===== config.mk =====
export PLATFORM = sky130hd
export DESIGN_NAME = alu8_core
export DESIGN_NICKNAME = d
export VERILOG_FILES = /design/src/rtl/alu8_pkg.sv /design/src/rtl/alu8_logic_unit.sv /design/src/rtl/alu8_arith_unit.sv /design/src/rtl/alu8_shift_unit.sv /design/src/rtl/alu8_flag_unit.sv /design/src/rtl/alu8_core.sv
export SDC_FILE = /design/constraint.sdc
export NUM_CORES = 1
export LEC_CHECK = 0
export BUFFER_PORTS_ARGS = -buffer_cell sky130_fd_sc_hd__buf_2
export CORE_ASPECT_RATIO = 0.75
export CORE_MARGIN = 1.5
export CORE_UTILIZATION = 54
export DETAILED_ROUTE_END_ITERATION = 10
export PLACE_DENSITY = 0.85
export SKIP_LAST_GASP = 1
export SYNTH_ARGS = -nofsm -noshare
export SYNTH_HDL_FRONTEND = slang
export SYNTH_HIERARCHICAL = 1
export SYNTH_SLANG_ARGS = --single-unit

===== constraint.sdc =====
create_clock -name vclk -period 6.15
set_input_delay 0.9225 -clock vclk [all_inputs]
set_output_delay 0.9225 -clock vclk [all_outputs]
set_load 0.02 [all_outputs]

===== src/rtl/alu8_pkg.sv =====
package alu8_pkg;
  typedef enum logic [2:0] {
    ALU_OR  = 3'd0,
    ALU_AND = 3'd1,
    ALU_XOR = 3'd2,
    ALU_ADD = 3'd3,
    ALU_SUB = 3'd4,
    ALU_ROT = 3'd5,
    ALU_SHF = 3'd6,
    ALU_RSV = 3'd7
  } alu_op_e;

  localparam int unsigned DIR_RIGHT_CODE = 1;
endpackage


===== src/rtl/alu8_logic_unit.sv =====
module alu8_logic_unit #(
  parameter int unsigned W = 8
) (
  input  logic [W-1:0] a_i,
  input  logic [W-1:0] b_i,
  input  logic [1:0]   sel_i,
  output logic [W-1:0] res_o
);
  always_comb begin
    unique case (sel_i)
      2'd0:    res_o = a_i | b_i;
      2'd1:    res_o = a_i & b_i;
      2'd2:    res_o = a_i ^ b_i;
      default: res_o = '0;
    endcase
  end
endmodule


===== src/rtl/alu8_arith_unit.sv =====
module alu8_arith_unit #(
  parameter int unsigned W = 8
) (
  input  logic [W-1:0] a_i,
  input  logic [W-1:0] b_i,
  input  logic         cin_i,
  input  logic         sub_i,
  output logic [W-1:0] sum_o,
  output logic         cout_o,
  output logic         ovf_o
);
  // Subtraction reuses the adder: A + ~B + C equals A - B - (1 - C).
  logic [W-1:0] bb;
  logic [W:0]   cy;

  assign bb    = sub_i ? ~b_i : b_i;
  assign cy[0] = cin_i;

  for (genvar i = 0; i < W; i++) begin : g_bit
    assign sum_o[i] = a_i[i] ^ bb[i] ^ cy[i];
    assign cy[i+1]  = (a_i[i] & bb[i]) | (cy[i] & (a_i[i] ^ bb[i]));
  end

  assign cout_o = cy[W];
  assign ovf_o  = cy[W] ^ cy[W-1];
endmodule


===== src/rtl/alu8_shift_unit.sv =====
module alu8_shift_unit #(
  parameter int unsigned W = 8
) (
  input  logic [W-1:0] a_i,
  input  logic [W-1:0] b_i,
  input  logic         cin_i,
  input  logic         rotate_i,
  output logic [W-1:0] res_o,
  output logic         cout_o
);
  import alu8_pkg::*;

  logic go_right;
  logic fill;

  assign go_right = (b_i == W'(DIR_RIGHT_CODE));
  assign fill     = rotate_i & cin_i;

  always_comb begin
    if (go_right) begin
      res_o  = {fill, a_i[W-1:1]};
      cout_o = a_i[0];
    end else begin
      res_o  = {a_i[W-2:0], fill};
      cout_o = a_i[W-1];
    end
  end
endmodule


===== src/rtl/alu8_flag_unit.sv =====
module alu8_flag_unit #(
  parameter int unsigned W = 8
) (
  input  alu8_pkg::alu_op_e op_i,
  input  logic [W-1:0]      logic_res_i,
  input  logic [W-1:0]      arith_res_i,
  input  logic              arith_c_i,
  input  logic              arith_v_i,
  input  logic [W-1:0]      shift_res_i,
  input  logic              shift_c_i,
  input  logic              cin_i,
  output logic [W-1:0]      y_o,
  output logic              z_o,
  output logic              n_o,
  output logic              c_o,
  output logic              v_o
);
  import alu8_pkg::*;

  always_comb begin
    y_o = '0;
    c_o = cin_i;
    v_o = 1'b0;
    unique case (op_i)
      ALU_OR, ALU_AND, ALU_XOR: y_o = logic_res_i;
      ALU_ADD, ALU_SUB: begin
        y_o = arith_res_i;
        c_o = arith_c_i;
        v_o = arith_v_i;
      end
      ALU_ROT, ALU_SHF: begin
        y_o = shift_res_i;
        c_o = shift_c_i;
      end
      default: ;
    endcase
  end

  assign z_o = ~|y_o;
  assign n_o = y_o[W-1];
endmodule


===== src/rtl/alu8_core.sv =====
module alu8_core #(
  parameter int unsigned W = 8
) (
  input  logic [W-1:0] a_i,
  input  logic [W-1:0] b_i,
  input  logic         cin_i,
  input  logic [2:0]   op_i,
  output logic [W-1:0] y_o,
  output logic         z_o,
  output logic         n_o,
  output logic         c_o,
  output logic         v_o
);
  import alu8_pkg::*;

  alu_op_e      op;
  logic [W-1:0] logic_res, arith_res, shift_res;
  logic         arith_c, arith_v, shift_c;

  assign op = alu_op_e'(op_i);

  alu8_logic_unit #(.W(W)) u_logic (
    .a_i(a_i), .b_i(b_i), .sel_i(op_i[1:0]), .res_o(logic_res)
  );

  alu8_arith_unit #(.W(W)) u_arith (
    .a_i(a_i), .b_i(b_i), .cin_i(cin_i), .sub_i(op == ALU_SUB),
    .sum_o(arith_res), .cout_o(arith_c), .ovf_o(arith_v)
  );

  alu8_shift_unit #(.W(W)) u_shift (
    .a_i(a_i), .b_i(b_i), .cin_i(cin_i), .rotate_i(op == ALU_ROT),
    .res_o(shift_res), .cout_o(shift_c)
  );

  alu8_flag_unit #(.W(W)) u_flags (
    .op_i(op), .logic_res_i(logic_res), .arith_res_i(arith_res),
    .arith_c_i(arith_c), .arith_v_i(arith_v), .shift_res_i(shift_res),
    .shift_c_i(shift_c), .cin_i(cin_i), .y_o(y_o), .z_o(z_o), .n_o(n_o),
    .c_o(c_o), .v_o(v_o)
  );
endmodule


==> impl_metrics.ini, run 1 <==
[logic_synthesis]
synth_simple_gate_area_share_pct = 28.8
synth-adder-area-share_pct = 21.8
synth_common_cells = sky130_fd_sc_hd__inv_1, sky130_fd_sc_hd__ha_1, sky130_fd_sc_hd__o21ai_0, sky130_fd_sc_hd__and3b_1
yosys.area_share.xor_xnor_pct = 4.77
synth_largest_area_cell = sky130_fd_sc_hd__ha_1
ys_warn_count = 6
ys_seq_area_share_pct = 0
main_combinational_cell_family_by_area_after_synthesis = simple AND/OR/NAND/NOR gates
synth_compound_gate_area_share_pct = 17.4
synthesis.area_per_instance_um2 = 8.70
synth_area_um2 = 1650
muxShareOfSynthArea_pct = 12.9
yosys.cell_count.top_type = sky130_fd_sc_hd__inv_1
netlist_instances = 190
syn-num-nets = 234
count_of_unique_library_cells_instantiated_by_yosys = 31
synth_largest_type_area_fraction_pct = 12.1
post_synth_main_area_contributors = sky130_fd_sc_hd__ha_1, sky130_fd_sc_hd__fa_1, sky130_fd_sc_hd__inv_1, sky130_fd_sc_hd__o32ai_2, sky130_fd_sc_hd__and3b_1

[grt]
globalRoute.totalOverflow = 0
grt_usage_pct = 22.9
grt_first_pass_wirelength_um = 6130
pin_count_of_the_biggest_net_entering_global_routing = 48
grt-busiest-layer = met2
use_met3_pct = 1.32
grt_util_met2_pct = 40.7
number_of_global_route_vias_before_repair = 1334
grt_antenna_before_repair = 0
globalRouteMet1Util_pct = 32.3

[pwr]
totalPowerFinal_mw = 0.171
switchingPower_mw = 0.0918
p_sw_share_pct = 53.8
power.share.sequential_pct = 0
internal_power_mw = 0.0789
p_clk_share_pct = 0
vdd.ir_drop.worst_uv = 44.0
areal_power_density_over_the_cells_nw_per_um2 = 90.8
combPwrFrac_pct = 100.0
leakage_nw = 1.00

[placement]
setup_slack_placement_ns = -0.267
portBuffers = 32
dpl.hpwl_um = 2790
place_congestion = 0.822
detailed_place.area_um2 = 1860
placed_instances = 257

[setup_path]
critPathMaxStageDelay_ns = 0.58
crit_slowest_cell = sky130_fd_sc_hd__or4_4
cp_cell_sequence = buf_2, nor3b_2, xnor2_1, fa_2, inv_1, fa_1, inv_1, fa_2, fa_2, fa_2, fa_2, fa_2, inv_2, fa_1, and3b_1, o21ai_1, o211ai_1, or4_4, nor2_4, buf_6
worstPathBufferInverterCount = 5
timing.critical_path.required_ns = 5.23
worstSetupStartpointType = primary input
cpMostUsedCell = sky130_fd_sc_hd__fa_2
worstSetupEndpointType = primary output
timing_worst_setup_path_type = primary input to primary output
critPathMaxFanout = 2
cp_data_arrival_time_ns = 5.44
critical-path-top-delay-family = adder cells

[die]
placementRows = 17
chipWidth_um = 66.9
core_area_um2 = 2940
start_util_pct = 56.3
die_height_um = 50.9
die_area_um2 = 3410
ios = 32

[sta]
finalCriticalPeriod_ns = 6.37
timing.max_slew.rel_slack_pct = 57.4
post-route-period-util_pct = 104
setup_ws_ns = -0.215
holdWs_ns = 2.32
slew_violations = 0
max_freq_mhz = 157
tightestPinTransition_ns = 0.637
hold_violations = 0
grt_setup_unrepaired = true
setup_viol_count_final = 1

[layout]
design.final.nets = 266
multi_input_comb_area_um2 = 1440
num_antenna_cells = 0
clock_buffer_count = 0
synthToLayoutAreaGrowth_pct = 13.8
ffs_latches = 0
regArea_um2 = 0
fillerInstances = 256
final_layout_size_suffix_gt1_share_pct = 41.8
final_area_um2 = 1880
layoutNonFillerInstCount = 258

[route]
wire_per_inst_um = 14.1
drt-initial-drc-count = 81
vias_per_cell = 5.35
drt-total-wl_um = 3630
post_route_ant_nets = 0
drt_pre_antenna_iters = 4
drc = 0
via_count = 1381

[worst_hold_path]
min-delay-path-class = primary input to primary output

[cts]
cts.hold.buffers_added = 0

[run]
max-cap-violations = 0

[run_status]
violations = negative setup slack
status = finished with violations
-- routing by layer --
layer | up-vias | part of all wire (%)
met2 | 21 | 46
met4 | 0 | 0.25
li1 | 696 | -
met3 | 2 | 3.2
met5 | - | 0
met1 | 662 | 50
-- area by class of cell --
cell class | count | area share [%]
timing repair buffer | 42 | 12.8
tap | 38 | 2.53
inverter | 40 | 7.98
multi-input combinational | 138 | 76.6
-- what timing repair did --
action / 4_1_cts / 5_1_grt
setup endpoints to repair: 1 / 3
cloned: 0 / 0
pin swaps: 2 / 4
buffers inserted: 0 / 1
gates resized for setup: 2 / 4
-- layout by cell type, fill, tap and decap left out --
| cell | n |
|---|---|
| sky130_fd_sc_hd__fa_1 | 2 |
| sky130_fd_sc_hd__nor3b_2 | 1 |
| sky130_fd_sc_hd__or2b_1 | 1 |
| sky130_fd_sc_hd__nand2b_2 | 1 |
| sky130_fd_sc_hd__nor2_4 | 1 |
| sky130_fd_sc_hd__and3b_2 | 4 |
| sky130_fd_sc_hd__xor2_1 | 2 |
| sky130_fd_sc_hd__and2b_4 | 6 |
| sky130_fd_sc_hd__mux2i_1 | 10 |
| sky130_fd_sc_hd__and3b_1 | 13 |
| sky130_fd_sc_hd__o32ai_2 | 8 |
| sky130_fd_sc_hd__buf_2 | 31 |
| sky130_fd_sc_hd__o21ai_1 | 3 |
| sky130_fd_sc_hd__a21oi_1 | 1 |
| sky130_fd_sc_hd__mux2_2 | 10 |
| sky130_fd_sc_hd__fa_2 | 6 |
| sky130_fd_sc_hd__inv_1 | 39 |
| sky130_fd_sc_hd__buf_6 | 1 |
| sky130_fd_sc_hd__nand2_1 | 2 |
| sky130_fd_sc_hd__or4_1 | 1 |
| sky130_fd_sc_hd__and2_0 | 1 |
| sky130_fd_sc_hd__nand2_4 | 1 |
| sky130_fd_sc_hd__inv_2 | 1 |
| sky130_fd_sc_hd__nor2b_1 | 3 |
| sky130_fd_sc_hd__o211ai_1 | 9 |
| sky130_fd_sc_hd__ha_1 | 16 |
| sky130_fd_sc_hd__o21ai_0 | 14 |
| sky130_fd_sc_hd__nor2b_4 | 8 |
| sky130_fd_sc_hd__nor4_4 | 1 |
| sky130_fd_sc_hd__xnor2_1 | 7 |
| sky130_fd_sc_hd__or4_4 | 1 |
| sky130_fd_sc_hd__buf_4 | 10 |
| sky130_fd_sc_hd__nor2_1 | 4 |
| sky130_fd_sc_hd__nor4b_4 | 1 |
-- logic make-up after synthesis --
group	count (synthesis)
compound gates	35
xor+xnor	9
fa+ha+maj	24
buf+inv	52
mux	20
simple gates	50
-- power groups by stage --
stage	logic [mW]	registers [mW]	clock network, mW
final	0.171	0	0
after global placement	0.162	0	0
after floorplan	0.121	0	0
after global routing	0.189	0	0
after detailed placement	0.166	0	0
after CTS	0.168	0	0
-- worst paths after layout --
check / start / to / slack [ns] / cells past startpoint
hold / removal: cin_i / c_o / 2.32 / 4
setup / recovery: op_i[1] / z_o / -0.22 / 20
-- metrics by stage --
step | util (%) | setup TNS, ns
after floorplan | - | -0.165
after detailed placement | 63.4 | -0.267
after global routing | 64.1 | -0.403
after CTS | 63.5 | -0.183
after global placement | 63.4 | -0.147
final | 64.1 | -0.215
Power figures use the tool's default switching activity.
==> run 2: changes to the inputs <==
==> constraint.sdc (replaced) <==
create_clock -name vclk -period 6.15
set_input_delay 1.23 -clock vclk [all_inputs]
set_output_delay 1.23 -clock vclk [all_outputs]
set_load 0.02 [all_outputs]
==> run 2 against run 1 <==
- first-iteration DRC count is 27% lower
- the flow still finishes with violations (negative setup slack)
- final area is 4.3% higher
- largest cell class unchanged
- critical path depth stayed put
- sequential share of layout area stayed put
- wire length is 4.8% higher
- critical endpoint unchanged
- die area stayed put
==> impl_metrics.ini, run 2 (synthesized netlist as in run 1, its figures left out) <==
[run_status]
status = finished with violations
violations = negative setup slack

[pwr]
leakage_nw = 1.03
totalPowerFinal_mw = 0.184
vdd.ir_drop.worst_uv = 62.2
areal_power_density_over_the_cells_nw_per_um2 = 93.7

[worst_hold_path]
hold_path_startpoint = cin_i
min-delay-path-class = primary input to primary output
hold_path_depth = 4
hold-path-endpoint = c_o

[placement]
detailed_place.area_um2 = 1910
portBuffers = 32
place_congestion = 0.816
dpl.hpwl_um = 3020
setup_slack_placement_ns = -0.777
placed_instances = 261

[layout]
num_antenna_cells = 0
final_area_um2 = 1960
most-common-layout-cells = sky130_fd_sc_hd__inv_1, sky130_fd_sc_hd__buf_2, sky130_fd_sc_hd__ha_1
design.final.nets = 270
final_layout_size_suffix_gt1_share_pct = 45.5
clock_buffer_count = 0
layoutNonFillerInstCount = 262
synthToLayoutAreaGrowth_pct = 18.7
final_common_cell = sky130_fd_sc_hd__inv_1
regArea_um2 = 0
post-route-util_pct = 66.8
ffs_latches = 0

[die]
core_area_um2 = 2940
start_util_pct = 56.3
chipWidth_um = 66.9
die_height_um = 50.9
ios = 32
placementRows = 17
die_area_um2 = 3410

[grt]
number_of_global_route_vias_before_repair = 1355
grt_first_pass_wirelength_um = 6330
grt_usage_pct = 23.8
grt_antenna_before_repair = 0
globalRoute.totalOverflow = 0
pin_count_of_the_biggest_net_entering_global_routing = 48

[setup_path]
crit_slowest_cell = sky130_fd_sc_hd__or4_4
cp_cell_sequence = buf_6, nor3b_4, xnor2_2, fa_2, inv_2, fa_2, inv_2, fa_2, fa_2, fa_2, fa_2, fa_2, inv_2, fa_1, and3b_1, o21ai_1, o211ai_1, or4_4, nor2_4, buf_4
timing_worst_setup_path_type = primary input to primary output
cp_data_arrival_time_ns = 5.64
cpMostUsedCell = sky130_fd_sc_hd__fa_2
critical-path-top-delay-family = adder cells
critPathMaxStageDelay_ns = 0.47
worstSetupEndpointType = primary output
worstSetupStartpointType = primary input
timing.critical_path.required_ns = 4.92
critPathMaxFanout = 2
worstPathBufferInverterCount = 5

[sta]
finalCriticalPeriod_ns = 6.87
hold_violations = 0
totalNegativeSetupSlack_ns = -1.39
setup_viol_count_final = 4
max_freq_mhz = 146
holdWs_ns = 2.94
setup_ws_ns = -0.718
timing.max_slew.rel_slack_pct = 68.8
grt_setup_unrepaired = true
tightestPinTransition_ns = 0.467
post-route-period-util_pct = 112
slew_violations = 0

[route]
drc = 0
drt-total-wl_um = 3800
drt-initial-drc-count = 59
via_count = 1412
vias_per_cell = 5.39
drt_pre_antenna_iters = 5
wire_per_inst_um = 14.5
post_route_ant_nets = 0

[cts]
cts.hold.buffers_added = 0

[run]
max-cap-violations = 0
## run 2: changes by cell type in the layout (fill, tap and decap cells not counted), sizes merged
cell | previous run | this run
buf | 42 | 46
## run 2: tightest hold or removal path, stage by stage
cell                      delay, ns
sky130_fd_sc_hd__buf_2         0.13
sky130_fd_sc_hd__mux2i_1       0.12
sky130_fd_sc_hd__o21ai_0       0.08
sky130_fd_sc_hd__buf_2         0.15
## run 2: cell type report
class	count	area, µm²
inverters	40	150
multi-input cells	138	1470
repair buffers	46	299
well taps	38	47.5
fillers	262	973
## run 2: worst max path at each step
stage / cells after the start / end / slack [ns] / startpoint
2_1_floorplan: 19 / z_o / -0.68 / op_i[1]
3_3_place_gp: 20 / z_o / -0.67 / op_i[1]
3_5_place_dp: 20 / z_o / -0.78 / op_i[1]
4_1_cts: 20 / z_o / -0.71 / op_i[0]
5_1_grt: 20 / z_o / -0.86 / op_i[0]
6_report: 20 / z_o / -0.72 / op_i[0]
## run 2: routing by layer
metal	vias up	part of all wire (%)	GRT usage, %
li1	702	-	-
met2	24	51	42.8
met4	0	0.47	1.36
met1	684	46	33.4
met3	2	2.8	0.441
met5	-	0	0
## run 2: where the power goes
group          internal, mW  leakage (nW)  total, mW  switching, mW
Combinational        0.0881          1.03      0.184         0.0957
Clock                     0             0          0              0
Sequential                0             0          0              0
Total                0.0881          1.03      0.184         0.0957
## run 2: repair_timing
item                       4_1_cts  5_1_grt
pin swaps                        2        0
buffers inserted                 2        0
setup endpoints to repair        4        5
resized for setup               13        1
==> run 3: changes to the inputs <==
--- a/config.mk
+++ b/config.mk
@@ -7,4 +7,5 @@
 export LEC_CHECK = 0
 export BUFFER_PORTS_ARGS = -buffer_cell sky130_fd_sc_hd__buf_2
+export CAP_MARGIN = 5
 export CORE_ASPECT_RATIO = 0.75
 export CORE_MARGIN = 1.5
==> constraint.sdc (replaced) <==
create_clock -name vclk -period 6.15
set_input_delay 0.3075 -clock vclk [all_inputs]
set_output_delay 0.3075 -clock vclk [all_outputs]
set_load 0.02 [all_outputs]
==> run 3 against run 2 <==
- the flow now finishes without violations
- die area stayed put
- worst hold slack lost 1.9 ns
- wire length down 5.3%
- sequential cell count did not move
- core utilization is 5.7 points lower
- sequential share of layout area did not move
- first-iteration DRC count grew 1.7%
- global-route usage fell by 1.9 points
- highest routed layer unchanged
==> impl_metrics.ini, run 3 (synthesized netlist as in run 1, its figures left out) <==
[run_status]
status = finished, final reports clean

[pwr]
areal_power_density_over_the_cells_nw_per_um2 = 87.9
vdd.ir_drop.worst_uv = 38.1
leakage_nw = 0.971
p_sw_share_pct = 56.0
internal_power_mw = 0.0694
switchingPower_mw = 0.0884
p_clk_share_pct = 0
power.share.sequential_pct = 0
combPwrFrac_pct = 100.0

[die]
die_height_um = 50.9
placementRows = 17
ios = 32
start_util_pct = 56.3
die_area_um2 = 3410
chipWidth_um = 66.9
core_area_um2 = 2940

[run]
max-cap-violations = 0

[setup_path]
timing_worst_setup_path_type = primary input to primary output
worstSetupStartpoint = op_i[2]
worstSetupEndpointType = primary output
critical-path-top-delay-family = adder cells
worstPathBufferInverterCount = 5
critPathMaxStageDelay_ns = 0.49
critPathMaxFanout = 25
cpMostUsedCell = sky130_fd_sc_hd__fa_1
cp_data_arrival_time_ns = 5.38
crit_slowest_cell = sky130_fd_sc_hd__or4_1
timing.critical_path.required_ns = 5.84
worstSetupStartpointType = primary input
cp_cell_sequence = buf_2, nor3b_2, xnor2_1, fa_1, inv_1, fa_1, inv_1, fa_1, fa_1, fa_1, fa_1, fa_1, inv_1, fa_1, and3b_1, o21ai_0, o211ai_1, or4_1, nor2_1, buf_2

[grt]
number_of_global_route_vias_before_repair = 1324
grt_antenna_before_repair = 0
grt_first_pass_wirelength_um = 5930
globalRoute.totalOverflow = 0
grt_usage_pct = 21.9
pin_count_of_the_biggest_net_entering_global_routing = 48

[sta]
totalNegativeSetupSlack_ns = 0
setup_viol_count_final = 0
post-route-period-util_pct = 92.4
tightestPinTransition_ns = 0.481
finalCriticalPeriod_ns = 5.68
hold_violations = 0
grt_setup_unrepaired = false
max_freq_mhz = 176
slew_violations = 0
timing.max_slew.rel_slack_pct = 67.8

[layout]
most-common-layout-cells = sky130_fd_sc_hd__inv_1, sky130_fd_sc_hd__buf_2, sky130_fd_sc_hd__ha_1
final_common_cell = sky130_fd_sc_hd__inv_1
clock_buffer_count = 0
synthToLayoutAreaGrowth_pct = 8.63
num_antenna_cells = 0
regArea_um2 = 0
final_layout_size_suffix_gt1_share_pct = 35.7
design.final.nets = 259
ffs_latches = 0
layoutNonFillerInstCount = 251

[placement]
place_congestion = 0.808
portBuffers = 32
dpl.hpwl_um = 2800
placed_instances = 251

[route]
drt-total-wl_um = 3600
vias_per_cell = 5.50
drt-initial-drc-count = 60
post_route_ant_nets = 0
drc = 0
wire_per_inst_um = 14.3
drt_pre_antenna_iters = 4
via_count = 1380

[cts]
post_cts.resized_instances = 0
number_of_setup_buffers_added_after_cts = 0
cts.hold.buffers_added = 0

[worst_hold_path]
hold_path_startpoint = cin_i
min-delay-path-class = primary input to primary output
run 3: final timing paths:
path              end  cells past startpoint
setup / recovery  z_o                     20
hold / removal    c_o                      4
run 3: per-layer routing:
layer  vias to the layer above  wire length (µm)  share of wire, %  global-route usage (%)
li1                        685                 -                 -                       -
met1                       654              1690                47                    28.5
met2                        37              1710                48                    40.8
met3                         4               163               4.5                    1.76
met4                         0                36               1.0                    2.04
met5                         -                 0                 0                       0
run 3: power groups by stage:
stage	Sequential [mW]	Clock, mW	Combinational [mW]
finish	0	0	0.158
global route	0	0	0.175
CTS	0	0	0.158
detailed placement	0	0	0.157
global placement	0	0	0.153
floorplan	0	0	0.117
run 3: through the flow:
step	instance area [µm²]	utilization [%]	worst slack, ns	hold slack [ns]	power (mW)
2_1_floorplan	1650	-	0.715	0.872	0.117
3_3_place_gp	1800	61.2	0.636	1.08	0.153
3_5_place_dp	1800	61.2	0.470	1.08	0.157
4_1_cts	1800	61.2	0.467	1.08	0.158
5_1_grt	1800	61.2	0.161	1.16	0.175
6_report	1800	61.2	0.466	1.08	0.158
run 3: layout make-up:
| class | instances | area (µm²) |
|---|---|---|
| Timing Repair Buffer | 35 | 183 |
| Multi-Input combinational cell | 138 | 1420 |
| Tap cell | 38 | 47.5 |
| Fill cell | 272 | 1140 |
| Inverter | 40 | 150 |
run 3: worst min-delay path, stage by stage:
cell                      delay [ns]
sky130_fd_sc_hd__buf_2          0.11
sky130_fd_sc_hd__mux2i_1        0.07
sky130_fd_sc_hd__o21ai_0        0.12
sky130_fd_sc_hd__buf_2          0.16
